File: src/rtl/packed_result_fifo_pkg.sv
package packed_result_fifo_pkg;
  // Policy applied when a result arrives and every slot is unread
  typedef enum logic {
    OVF_DROP      = 1'b0,
    OVF_OVERWRITE = 1'b1
  } ovf_policy_e;

  // Results carried in each output word
  localparam int unsigned LANES = 2;
endpackage

File: src/rtl/result_bank.sv
module result_bank #(
  parameter int unsigned DEPTH = 6,
  parameter int unsigned W     = 12,
  parameter int unsigned AW    = 3
) (
  input  logic          clk,
  input  logic          rst,
  input  logic          we_i,
  input  logic [AW-1:0] waddr_i,
  input  logic [W-1:0]  wdata_i,
  input  logic          re_i,
  input  logic [AW-1:0] raddr_i,
  output logic [W-1:0]  rdata_o
);
  logic [W-1:0] mem [DEPTH];

  always_ff @(posedge clk) begin
    if (we_i) mem[waddr_i] <= wdata_i;
  end

  // read-first registered port
  always_ff @(posedge clk) begin
    if (rst)       rdata_o <= '0;
    else if (re_i) rdata_o <= mem[raddr_i];
  end
endmodule

File: src/rtl/fill_tracker.sv
module fill_tracker #(
  parameter int unsigned SLOTS = 12,
  parameter bit          DROP  = 1'b1,
  localparam int unsigned WORDS   = SLOTS / 2,
  localparam int unsigned SLOT_W  = $clog2(SLOTS),
  localparam int unsigned WORD_AW = $clog2(WORDS)
) (
  input  logic               clk,
  input  logic               rst,
  input  logic               wr_req_i,
  input  logic               rd_req_i,
  input  logic               ovf_clr_i,
  input  logic               udf_clr_i,
  output logic               wr_en_o,
  output logic [SLOT_W-1:0]  wr_slot_o,
  output logic               rd_en_o,
  output logic [WORD_AW-1:0] rd_word_o,
  output logic               ovf_o,
  output logic               udf_o
);
  localparam int unsigned CW = $clog2(SLOTS + 1);

  logic [CW-1:0] unread_q;
  logic have_word, room, ovf_evt, udf_evt;

  assign have_word = unread_q >= CW'(2);
  assign rd_en_o   = rd_req_i && have_word;
  assign room      = (unread_q < CW'(SLOTS)) || rd_en_o;
  assign ovf_evt   = wr_req_i && !room;
  assign udf_evt   = rd_req_i && !have_word;

  generate
    if (DROP) begin : g_drop
      assign wr_en_o = wr_req_i && room;
    end else begin : g_overwrite
      assign wr_en_o = wr_req_i;
    end
  endgenerate

  always_ff @(posedge clk) begin
    if (rst) begin
      unread_q  <= '0;
      wr_slot_o <= '0;
      rd_word_o <= '0;
      ovf_o     <= 1'b0;
      udf_o     <= 1'b0;
    end else begin
      if (wr_en_o)
        wr_slot_o <= (wr_slot_o == SLOT_W'(SLOTS - 1)) ? '0 : wr_slot_o + 1'b1;
      if (rd_en_o)
        rd_word_o <= (rd_word_o == WORD_AW'(WORDS - 1)) ? '0 : rd_word_o + 1'b1;
      unread_q <= unread_q + ((wr_en_o && room) ? CW'(1) : CW'(0))
                           - (rd_en_o ? CW'(2) : CW'(0));
      if (ovf_evt)        ovf_o <= 1'b1;
      else if (ovf_clr_i) ovf_o <= 1'b0;
      if (udf_evt)        udf_o <= 1'b1;
      else if (udf_clr_i) udf_o <= 1'b0;
    end
  end
endmodule

File: src/rtl/req_gen.sv
module req_gen #(
  parameter int unsigned SLOT_W = 4
) (
  input  logic              clk,
  input  logic              rst,
  input  logic              wr_en_i,
  input  logic [SLOT_W-1:0] wr_slot_i,
  input  logic [SLOT_W-1:0] sel_i,
  output logic              req_o
);
  always_ff @(posedge clk) begin
    if (rst) req_o <= 1'b0;
    else     req_o <= wr_en_i && (wr_slot_i == sel_i);
  end
endmodule

File: src/rtl/packed_result_fifo.sv
module packed_result_fifo #(
  parameter int unsigned RES_W  = 12,
  parameter int unsigned SLOTS  = 12,
  parameter int unsigned HALF_W = 16,
  parameter packed_result_fifo_pkg::ovf_policy_e OVF_POLICY = packed_result_fifo_pkg::OVF_DROP,
  localparam int unsigned WORDS   = SLOTS / 2,
  localparam int unsigned SLOT_W  = $clog2(SLOTS),
  localparam int unsigned WORD_AW = $clog2(WORDS)
) (
  input  logic                clk,
  input  logic                rst,
  input  logic                start_i,
  input  logic                stop_i,
  input  logic                res_valid_i,
  input  logic [RES_W-1:0]    res_data_i,
  input  logic [SLOT_W-1:0]   req_slot_i,
  input  logic                rd_i,
  input  logic                ovf_clr_i,
  input  logic                udf_clr_i,
  output logic [2*HALF_W-1:0] rd_data_o,
  output logic                dma_req_o,
  output logic                ovf_o,
  output logic                udf_o
);
  localparam bit DROP = (OVF_POLICY == packed_result_fifo_pkg::OVF_DROP);

  logic running_q, wr_req, wr_en, rd_en;
  logic [SLOT_W-1:0]  wr_slot;
  logic [WORD_AW-1:0] rd_word;
  logic [RES_W-1:0]   lane_q [packed_result_fifo_pkg::LANES];

  always_ff @(posedge clk) begin
    if (rst)          running_q <= 1'b0;
    else if (stop_i)  running_q <= 1'b0;
    else if (start_i) running_q <= 1'b1;
  end

  assign wr_req = res_valid_i && running_q && !stop_i;

  fill_tracker #(.SLOTS(SLOTS), .DROP(DROP)) u_track (
    .clk(clk), .rst(rst), .wr_req_i(wr_req), .rd_req_i(rd_i),
    .ovf_clr_i(ovf_clr_i), .udf_clr_i(udf_clr_i),
    .wr_en_o(wr_en), .wr_slot_o(wr_slot), .rd_en_o(rd_en),
    .rd_word_o(rd_word), .ovf_o(ovf_o), .udf_o(udf_o)
  );

  req_gen #(.SLOT_W(SLOT_W)) u_req (
    .clk(clk), .rst(rst), .wr_en_i(wr_en), .wr_slot_i(wr_slot),
    .sel_i(req_slot_i), .req_o(dma_req_o)
  );

  // even slots feed lane 0 (older), odd slots lane 1 (newer)
  generate
    for (genvar g = 0; g < packed_result_fifo_pkg::LANES; g++) begin : g_lane
      result_bank #(.DEPTH(WORDS), .W(RES_W), .AW(WORD_AW)) u_bank (
        .clk(clk), .rst(rst),
        .we_i(wr_en && (wr_slot[0] == 1'(g))),
        .waddr_i(wr_slot[SLOT_W-1:1]), .wdata_i(res_data_i),
        .re_i(rd_en), .raddr_i(rd_word), .rdata_o(lane_q[g])
      );
    end
  endgenerate

  assign rd_data_o = {HALF_W'(lane_q[1]), HALF_W'(lane_q[0])};
endmodule

File: config.mk
export PLATFORM = sky130hd
export DESIGN_NAME = packed_result_fifo
export DESIGN_NICKNAME = d
export VERILOG_FILES = /design/src/rtl/packed_result_fifo_pkg.sv /design/src/rtl/result_bank.sv /design/src/rtl/fill_tracker.sv /design/src/rtl/req_gen.sv /design/src/rtl/packed_result_fifo.sv
export SDC_FILE = /design/constraint.sdc
export NUM_CORES = 1
export LEC_CHECK = 0
export BUFFER_PORTS_ARGS = -buffer_cell sky130_fd_sc_hd__buf_2
export CORE_UTILIZATION = 45
export CTS_CLUSTER_SIZE = 24
export DETAILED_ROUTE_END_ITERATION = 16
export SLEW_MARGIN = 20
export SYNTH_ARGS = -nofsm -noshare
export SYNTH_HDL_FRONTEND = slang
export SYNTH_SLANG_ARGS = --single-unit
export TNS_END_PERCENT = 100
File: constraint.sdc
create_clock -name clk -period 8.54 [get_ports clk]
set_input_delay 0.854 -clock clk [delete_from_list [all_inputs] [get_ports clk]]
set_output_delay 0.854 -clock clk [all_outputs]
set_load 0.01 [all_outputs]
==> results of run 1 <==
## through the flow
step           total power [mW]  cell area [µm²]  cells  utilization [%]
3_3_place_gp               1.44             7580    701             49.5
3_5_place_dp               1.45             7580    701             49.5
2_1_floorplan              1.32             7140    465                -
4_1_cts                    2.36             8290    733             54.1
6_report                   2.34             8290    733             54.2
5_1_grt                    2.43             8290    733             54.2
## cells in the mapped netlist (3+ instances only)
library cell / number / area share [%]
sky130_fd_sc_hd__ha_1: 7 / 1.2
sky130_fd_sc_hd__a22oi_1: 24 / 2.5
sky130_fd_sc_hd__a32o_1: 24 / 3.4
sky130_fd_sc_hd__mux2i_1: 72 / 10
sky130_fd_sc_hd__nand2_1: 33 / 1.7
sky130_fd_sc_hd__nor2_1: 14 / 0.74
sky130_fd_sc_hd__buf_4: 12 / 1.3
sky130_fd_sc_hd__nor4_1: 4 / 0.35
sky130_fd_sc_hd__xor2_1: 3 / 0.37
sky130_fd_sc_hd__edfxtp_1: 144 / 61
sky130_fd_sc_hd__xnor2_1: 4 / 0.49
sky130_fd_sc_hd__inv_1: 9 / 0.47
sky130_fd_sc_hd__nor2b_1: 6 / 0.53
sky130_fd_sc_hd__o21ai_0: 3 / 0.21
sky130_fd_sc_hd__nand3_1: 7 / 0.49
sky130_fd_sc_hd__buf_2: 15 / 1.1
sky130_fd_sc_hd__a21oi_1: 8 / 0.56
sky130_fd_sc_hd__clkbuf_1: 6 / 0.32
sky130_fd_sc_hd__dfxtp_1: 39 / 11
sky130_fd_sc_hd__nor3_1: 7 / 0.49
## how the worst min path moves through the flow
stage	to	startpoint	cells past startpoint
after global placement	g_lane[0].u_bank.rdata_o[10]	g_lane[0].u_bank.rdata_o[10]	1
after CTS	g_lane[0].u_bank.rdata_o[5]	g_lane[0].u_bank.rdata_o[5]	1
after global routing	g_lane[0].u_bank.rdata_o[1]	g_lane[0].u_bank.rdata_o[1]	1
after detailed placement	g_lane[0].u_bank.rdata_o[1]	g_lane[0].u_bank.rdata_o[1]	1
final	g_lane[0].u_bank.rdata_o[5]	g_lane[0].u_bank.rdata_o[5]	1
after floorplan	running_q	running_q	2
## cells by family after synthesis
group | synth area share, %
xor gates and xnor gates | 0.862
buffers and inverters | 3.33
DFF | 71.8
muxes | 10.1
other | 0.0527
adders and majority gates | 1.23
and+or+nand+nor | 5.24
AOI/OAI and AO/OA | 7.37
## routing by layer
layer / share of wire (%) / vias up / GRT usage (%)
met1: 47 / 2002 / 28.7
met5: 0 / - / 0
met3: 4.3 / 11 / 4.30
met4: 1.1 / 0 / 6.37
met2: 48 / 111 / 32.0
li1: - / 1842 / -
## worst reg2reg max path, cell delays in order, from the launching register on
cell,delay [ps]
sky130_fd_sc_hd__dfxtp_1,330
sky130_fd_sc_hd__inv_1,60
sky130_fd_sc_hd__ha_1,200
sky130_fd_sc_hd__nor2b_1,150
sky130_fd_sc_hd__o21ai_2,220
sky130_fd_sc_hd__nand3_1,290
sky130_fd_sc_hd__nor3_2,940
## final cells by class
class	count	area (µm²)
fillers	1264	7020
flip-flops and latches	183	5110
multi-input cells	238	1860
clock buffers	19	453
repair buffers	60	325
well taps	211	264
clock inverters	13	249
inverters	9	33.8
## registers in the layout, summed over array words and instances (netlist names)
signal	flops
u_req.req_o	1
u_track.udf_o	1
g_lane.u_bank.mem	144
g_lane.u_bank.rdata_o	24
u_track.wr_slot_o	4
u_track.ovf_o	1
u_track.rd_word_o	3
running_q	1
u_track.unread_q	4
## power groups by stage
stage               clock [mW]  combinational (mW)  sequential, mW
floorplan                    0               0.262            1.06
global placement             0               0.392            1.05
detailed placement           0               0.398            1.05
CTS                      0.928               0.399            1.03
global route             0.961               0.436            1.04
finish                   0.919               0.395            1.03
==> run metrics, run 1 <==
crit path capture=g_lane[1].u_bank.mem[1][4]; leading cell types in the layout, fill and taps excluded=sky130_fd_sc_hd__edfxtp_1, sky130_fd_sc_hd__mux2i_1, sky130_fd_sc_hd__buf_2; number of clock buffers inserted by TritonCTS=17; power spent charging and discharging nets=0.589 mW; drt initial violations=406; via-per-instance ratio=5.41; Mapped Area=0.00711 mm²; post-route minimum period=2590 ps; count of different cell masters after synthesis=37; IO Count=59; DRT antenna net count=0; global-route wire length before repair=roughly 24000 µm; power density normalized to cell area=283 mW/mm²; count of input and output buffers=50; Largest delay share family, worst path=simple AND/OR/NAND/NOR gates; depth of the worst register-to-register path=6; maximum operating frequency=~390 MHz; number of warning messages in the yosys log=0; switching share of power=25.1%; library cell used as clock root buffer=sky130_fd_sc_hd__clkbuf_16; Antenna Cells=0; net count reported at finish=540; length of the first detailed-routing pass in iterations=5; worst setup slack after placement=between 5000 and 6000 ps; Longest Clk Path Bufs=2; TritonCTS Sinks=183; routed via count=3966; clock latency on the worst-skew pair=420 ps; most common library cell in the layout ignoring fill and taps=sky130_fd_sc_hd__edfxtp_1; GR Overflow Total=0; internal power of the cells=1.76 mW; WP data arrival=2630 ps; DRC violations left=0; DP Wirelength=9870 µm; number of cells produced by synthesis=approximately 460; Slew HR=around 28%; endpoint of the most critical register-to-register path=g_lane[1].u_bank.mem[1][4]; layout-stage area growth over the synthesis result=16.6%; critical path required time=8580 ps; setup_tns=0 ps; portion of total power attributed to the clock network=39.2%; final worst hold slack=461 ps; effective utilization at floorplan=around 46%; MaxCap Viol Count=0; critical path, cell by cell=inv_1, ha_1, nor2b_1, o21ai_2, nand3_1, nor3_2; Async SR Flop Fraction=0%; number of hold buffers added after CTS=0; core area=0.0153 mm²; via count of the first global-routing pass=4022; Routed WL per cell=around 21 µm; run status=finished clean; part of the power in registers=44.0%; depth of the CTS H-tree=4; unrepaired setup endpoints after global routing=no; number of flops mapped to enable cells by yosys=between 100 and 150; slack of the critical path=slightly below 6000 ps; maximum VDD drop=0.154 mV; share of final-layout standard cells stronger than drive strength 1=~20%; die height=128 µm; pin count of the biggest net entering global routing=52; source of the worst register-to-register timing path=u_track.unread_q[2]; beginning of the critical path=u_track.unread_q[2]; number of placement rows=45; syn avg cell area=15.5 µm²; Crit path largest cell delay=between 900 and 1000 ps; initial antenna violation count=0; final clock period utilization by the worst path=a little under a third; share of power burned in combinational logic=16.8%; Tightest Pin Transition=1080 ps; nature of the critical path endpoint=register; number of buffers inserted by post-CTS setup repair=0; fin. max-slew vios=0; crit path kind=register to register; clock transition time at the flip-flop clock pins of the worst setup and hold paths=60 ps; Tightest Hold Check Type=register to register; GRT Util Overall=20.4%; number of register bits inferred by synthesis=183; Most used DFF post-synth=sky130_fd_sc_hd__edfxtp_1; maximum net fanout on the critical path=12; number of failing setup endpoints in the final timing report=0; cell with the largest stage delay on the worst path=sky130_fd_sc_hd__nor3_2; buffers and inverters on the worst path=1; reg-to-reg slack, setup=5950 ps; CTS resizes=0; sequential element share of the synthesized area=71.8%; largest clock skew in the final design=between 7 and 8 ps; total wire length after detailed routing=15200 µm; placer's final routability congestion estimate=0.733; Die ar.=0.0163 mm²; number of cells on the critical path=6; width of the chip=between 100 and 150 µm; Fin. Hold Viols=0; kind of start point of the critical path=register; Static Leakage=~2.8 nW; CTS tree=done
Power figures use the tool's default switching activity.
==> inputs of run 2 (changes only) <==
ABC_AREA = 1   (was not set)
clock period = 2.55 ns   (was 8.54 ns; I/O delays follow)
==> run metrics, run 2 <==
top cells by area in the synthesized netlist=sky130_fd_sc_hd__edfxtp_1, sky130_fd_sc_hd__nand2_1, sky130_fd_sc_hd__dfxtp_1, sky130_fd_sc_hd__nand3_1, sky130_fd_sc_hd__a21oi_1; part of the power in registers=45.6%; number of clock buffers inserted by TritonCTS=17; most common library cell in the layout ignoring fill and taps=sky130_fd_sc_hd__nand2_1; number of flops mapped to enable cells by yosys=144; DRC violations left=0; share of final-layout standard cells stronger than drive strength 1=14.8%; DP Wirelength=10800 µm; routed via count=4942; maximum VDD drop=0.534 mV; share of power burned in combinational logic=17.9%; most used cell along the critical path=sky130_fd_sc_hd__nand2_1; post-route minimum period=2010 ps; crit path kind=register to register; total wire length after detailed routing=16900 µm; number of buffers inserted by post-CTS setup repair=0; DRT antenna net count=0; Most used DFF post-synth=sky130_fd_sc_hd__edfxtp_1; count of filler cells inserted in the layout=1432; setup_tns=0 ps; count of input and output buffers=50; IO Count=a little under 60; Mapped Area=0.00743 mm²; nature of the critical path endpoint=register; clock latency on the worst-skew pair=420 ps; Longest Clk Path Bufs=2; library cell used as clock root buffer=sky130_fd_sc_hd__clkbuf_16; cell type contributing the most total cell area after synthesis=sky130_fd_sc_hd__edfxtp_1; cell with the largest stage delay on the worst path=sky130_fd_sc_hd__dfxtp_1; kind of start point of the critical path=register; worst setup slack after placement=~550 ps; number of hold buffers added after CTS=0; final clock period utilization by the worst path=between 70% and 80%; maximum operating frequency=498 MHz; number of placement rows=46; net count reported at finish=just under 800; Largest register FFs=about 140; TritonCTS Sinks=183; critical path required time=2670 ps; switching share of power=27.6%; Largest delay share family, worst path=simple AND/OR/NAND/NOR gates; CTS tree=done; cell area after placement=between 0.007 and 0.008 mm²; clock transition time at the flip-flop clock pins of the worst setup and hold paths=60 ps; slack of the critical path=541 ps; WP data arrival=2130 ps; GR Overflow Total=0; CTS resizes=0; length of the first detailed-routing pass in iterations=5; Tightest Pin Transition=between 800 and 900 ps; sequential element share of the synthesized area=between 60% and 70%; Die ar.=roughly 0.017 mm²; Tightest Hold Check Type=primary input to register; layout-stage area growth over the synthesis result=14.3%; post-route cell area=0.00849 mm²; Crit path largest cell delay=around 330 ps; library cell with the highest instance count after synthesis=sky130_fd_sc_hd__nand2_1; drt initial violations=422; depth of the CTS H-tree=4; count of different cell masters after synthesis=24; internal power of the cells=5.53 mW; via-per-instance ratio=5.07; critical path, cell by cell=inv_1, ha_1, nand2_1, nand2_2, nand2_2, nand2_1, inv_2, nand2_1, nor3_2, buf_4; MaxCap Viol Count=0; Async SR Flop Fraction=0%; number of cells produced by synthesis=694; syn avg cell area=10.7 µm²; fin. max-slew vios=0; Antenna Cells=0; core area=0.0160 mm²; power spent charging and discharging nets=2.11 mW; maximum net fanout on the critical path=12; top post-synthesis cells by count=sky130_fd_sc_hd__nand2_1, sky130_fd_sc_hd__edfxtp_1, sky130_fd_sc_hd__inv_1; largest clock skew in the final design=6.24 ps; power density normalized to cell area=~900 mW/mm²; Static Leakage=3.52 nW; Fin. Hold Viols=0; via count of the first global-routing pass=4705; GRT Util Overall=a little over a fifth; core utilization of the finished layout=53.1%; pin count of the biggest net entering global routing=50; final worst hold slack=42.2 ps; share of Yosys cell area claimed by the top area cell type=58.2%; largest registers=g_lane.u_bank.mem (144), g_lane.u_bank.rdata_o (24); run status=finished clean; Slew HR=around two fifths; placer's final routability congestion estimate=0.825; effective utilization at floorplan=46.4%; buffers and inverters on the worst path=3; width of the chip=131 µm; number of failing setup endpoints in the final timing report=0; initial antenna violation count=0; portion of total power attributed to the clock network=36.6%; leading cell types in the layout, fill and taps excluded=sky130_fd_sc_hd__nand2_1, sky130_fd_sc_hd__edfxtp_1, sky130_fd_sc_hd__inv_1; global-route wire length before repair=25800 µm; die height=131 µm; number of warning messages in the yosys log=0; Routed WL per cell=17.3 µm; number of register bits inferred by synthesis=183; unrepaired setup endpoints after global routing=no; Reg with most FFs=g_lane.u_bank.mem
## run 2: stage by stage
| stage | instances | power, mW |
|---|---|---|
| CTS | 974 | 7.70 |
| floorplan | 701 | 4.47 |
| global placement | 942 | 4.88 |
| finish | 974 | 7.64 |
| detailed placement | 942 | 4.91 |
| global route | 974 | 8.02 |
## run 2: cells by family (layout without fill, tap and decap cells)
logic type / after synthesis / count (layout) / synth area share, %
xor+xnor: 4 / 4 / 0.471
other cells: 1 / 8 / 0.0505
compound gates: 83 / 83 / 5.59
flops: 183 / 183 / 68.7
simple gates: 305 / 305 / 16.9
fa+ha+maj: 7 / 7 / 1.18
buf+inv: 111 / 168 / 7.15
## run 2: path summary, 6_finish.rpt
check,slack [ps],start,end,cells after the start
worst max-delay path,540,u_track.unread_q[2],g_lane[1].u_bank.mem[0][8],10
worst min-delay path,40,stop_i,running_q,2
worst max register to register,540,u_track.unread_q[2],g_lane[1].u_bank.mem[0][8],10
worst min register to register,470,u_track.udf_o,u_track.udf_o,2
## run 2: power groups by stage
stage,Combinational [mW],Clock (mW),Sequential [mW]
after floorplan,0.906,0,3.56
after global placement,1.34,0,3.53
after detailed placement,1.37,0,3.54
after CTS,1.38,2.83,3.48
after global routing,1.56,2.97,3.49
final,1.36,2.79,3.48
## run 2: final cells by class
cell class	instances	area [µm²]	share of cell area [%]
well taps	216	270	3.18
clock buffers	17	425	5.01
multi-input cells	407	1850	21.8
repair buffers	65	363	4.27
clock inverters	15	209	2.46
flip-flops and latches	183	5110	60.1
inverters	71	267	3.14
## run 2: routing by layer
layer / track usage (%) / vias up / wire length (µm)
met4: 7.71 / 0 / 372
li1: - / 2396 / -
met5: 0 / - / 0
met2: 35.2 / 156 / 8310
met1: 27.6 / 2362 / 7280
met3: 4.80 / 28 / 895
==> inputs of run 3 (changes only) <==
clock period = 1.9 ns   (was 2.55 ns; I/O delays follow)
==> run metrics, run 3 (same netlist as run 2, synthesis figures left out) <==
count of filler cells inserted in the layout=1433; largest clock skew in the final design=a little over 9 ps; via count of the first global-routing pass=about 4700; endpoint of the most critical register-to-register path=g_lane[0].u_bank.mem[4][2]; Largest register FFs=144; effective utilization at floorplan=46.4%; number of clock buffers inserted by TritonCTS=17; setup_tns=0 ps; Die ar.=0.0170 mm²; crit path kind=register to register; power density normalized to cell area=1110 mW/mm²; post-route minimum period=between 1500 and 2000 ps; layout-stage area growth over the synthesis result=16.8%; unrepaired setup endpoints after global routing=yes; count of input and output buffers=50; net count reported at finish=roughly 790; IO Count=59; pin count of the biggest net entering global routing=48; WP data arrival=1950 ps; reg-to-reg slack, setup=90 ps; core utilization of the finished layout=54.2%; clock transition time at the flip-flop clock pins of the worst setup and hold paths=60 ps; DRT antenna net count=0; cell with the largest stage delay on the worst path=sky130_fd_sc_hd__dfxtp_2; most common library cell in the layout ignoring fill and taps=sky130_fd_sc_hd__nand2_1; largest registers=g_lane.u_bank.mem (144), g_lane.u_bank.rdata_o (24); DP Wirelength=about 11000 µm; depth of the worst register-to-register path=10; kind of start point of the critical path=register; drt initial violations=353; Routed WL per cell=16.8 µm; Longest Clk Path Bufs=2; most used cell along the critical path=sky130_fd_sc_hd__nand2_2; TritonCTS Sinks=183; Slew HR=44.4%; fin. max-slew vios=0; nature of the critical path endpoint=register; GR Overflow Total=0; die height=approximately 130 µm; leading cell types in the layout, fill and taps excluded=sky130_fd_sc_hd__nand2_1, sky130_fd_sc_hd__edfxtp_1, sky130_fd_sc_hd__inv_1; crit path capture=g_lane[0].u_bank.mem[4][2]; width of the chip=131 µm; Tightest Hold Check Type=primary input to register; critical path required time=2050 ps; GRT Util Overall=21.1%; depth of the CTS H-tree=4; MaxCap Viol Count=0; beginning of the critical path=u_track.unread_q[2]; number of failing setup endpoints in the final timing report=0; total wire length after detailed routing=16500 µm; post-layout instance count excluding filler cells=between 900 and 1000; run status=finished clean; source of the worst register-to-register timing path=u_track.unread_q[2]; Antenna Cells=0; length of the first detailed-routing pass in iterations=5; routed via count=4848; clock latency on the worst-skew pair=430 ps; dpl cells=950; critical path, cell by cell=inv_1, ha_2, nand2_1, nand2_2, nand2_2, nand2_2, inv_4, nand2_4, nor3_4, clkbuf_16; maximum net fanout on the critical path=6; Crit path largest cell delay=330 ps; maximum VDD drop=about 0.74 mV; library cell used as clock root buffer=sky130_fd_sc_hd__clkbuf_16; final clock period utilization by the worst path=95.1%; Fin. Hold Viols=0; DRC violations left=0; CTS tree=done; core area=0.0160 mm²; Static Leakage=approximately 3.5 nW; Tightest Pin Transition=834 ps; number of placement rows=between 40 and 50; via-per-instance ratio=4.91; initial antenna violation count=0; Reg with most FFs=g_lane.u_bank.mem; global-route wire length before repair=around 25000 µm; maximum operating frequency=about 550 MHz; placer's final routability congestion estimate=0.844; share of final-layout standard cells stronger than drive strength 1=between 15 and 20%
==> run 3: cell count changes in the layout (fill, tap and decap cells not counted), moves of 3 or more <==
cell	before	now
sky130_fd_sc_hd__buf_12	0	10
sky130_fd_sc_hd__bufinv_16	5	0
sky130_fd_sc_hd__nor2_1	18	13
sky130_fd_sc_hd__nor2_2	0	5
sky130_fd_sc_hd__buf_4	15	11
sky130_fd_sc_hd__clkbuf_1	0	4
sky130_fd_sc_hd__buf_6	0	3
sky130_fd_sc_hd__clkinv_2	3	0
sky130_fd_sc_hd__clkinvlp_4	2	5
sky130_fd_sc_hd__dlygate4sd3_1	0	3
==> run 3: per-stage QoR <==
step / area [µm²] / hold WS, ps / power (mW) / setup WS, ps
after floorplan: 7500 / 269 / 6.00 / -276
after global placement: 8050 / 405 / 6.59 / 79.9
after detailed placement: 8050 / 415 / 6.64 / 28.3
after CTS: 8600 / 3.54 / 9.74 / 16.2
after global routing: 8680 / 17.9 / 10.1 / -11.0
final: 8680 / 23.5 / 9.67 / 92.8
==> run 3: worst max-delay path, delay by kind of cell, from the launching register on <==
family	cells	cell delay, ps
buffers and inverters	3	340
flip-flops	1	330
adder cells (fa/ha/maj)	1	190
AND/OR/NAND/NOR	6	670
==> run 3: worst min-delay path by stage <==
| stage | start | end | slack, ps | cells after the start |
|---|---|---|---|---|
| global placement | stop_i | running_q | 400 | 2 |
| floorplan | stop_i | running_q | 270 | 1 |
| finish | start_i | running_q | 20 | 3 |
| global route | start_i | running_q | 20 | 3 |
| detailed placement | stop_i | running_q | 410 | 2 |
| CTS | start_i | running_q | 4 | 3 |
==> run 3: per-layer routing <==
metal  up-vias  wire length [µm]  GRT usage, %
met4         0               274          11.6
met5         -                 0             0
met1      2257              6690          25.4
met3        16              1130          3.46
met2       148              8460          36.1
li1       2427                 -             -
==> run 3: final cells by class <==
cell class / instances / area (µm²) / share of cell area, %
Tap cell: 216 / 270 / 3.11
Multi-Input combinational cell: 407 / 1890 / 21.8
Clock buffer: 21 / 440 / 5.07
Sequential cell: 183 / 5110 / 58.9
Inverter: 71 / 269 / 3.10
Clock inverter: 11 / 80.1 / 0.923
Timing Repair Buffer: 78 / 622 / 7.17
==> run 3: where the power goes <==
group / switching, mW / total (mW) / internal [mW]
Clock: 1.44 / 3.11 / 1.67
Combinational: 1.23 / 1.88 / 0.650
Sequential: 0.151 / 4.68 / 4.53
==> run 3: repair_timing <==
item                       in CTS  in global routing
hold buffers                    3                  0
setup endpoints to repair       0                 97
hold endpoints to repair        3                  0
resized for setup               0                 10
buffers inserted                0                  1
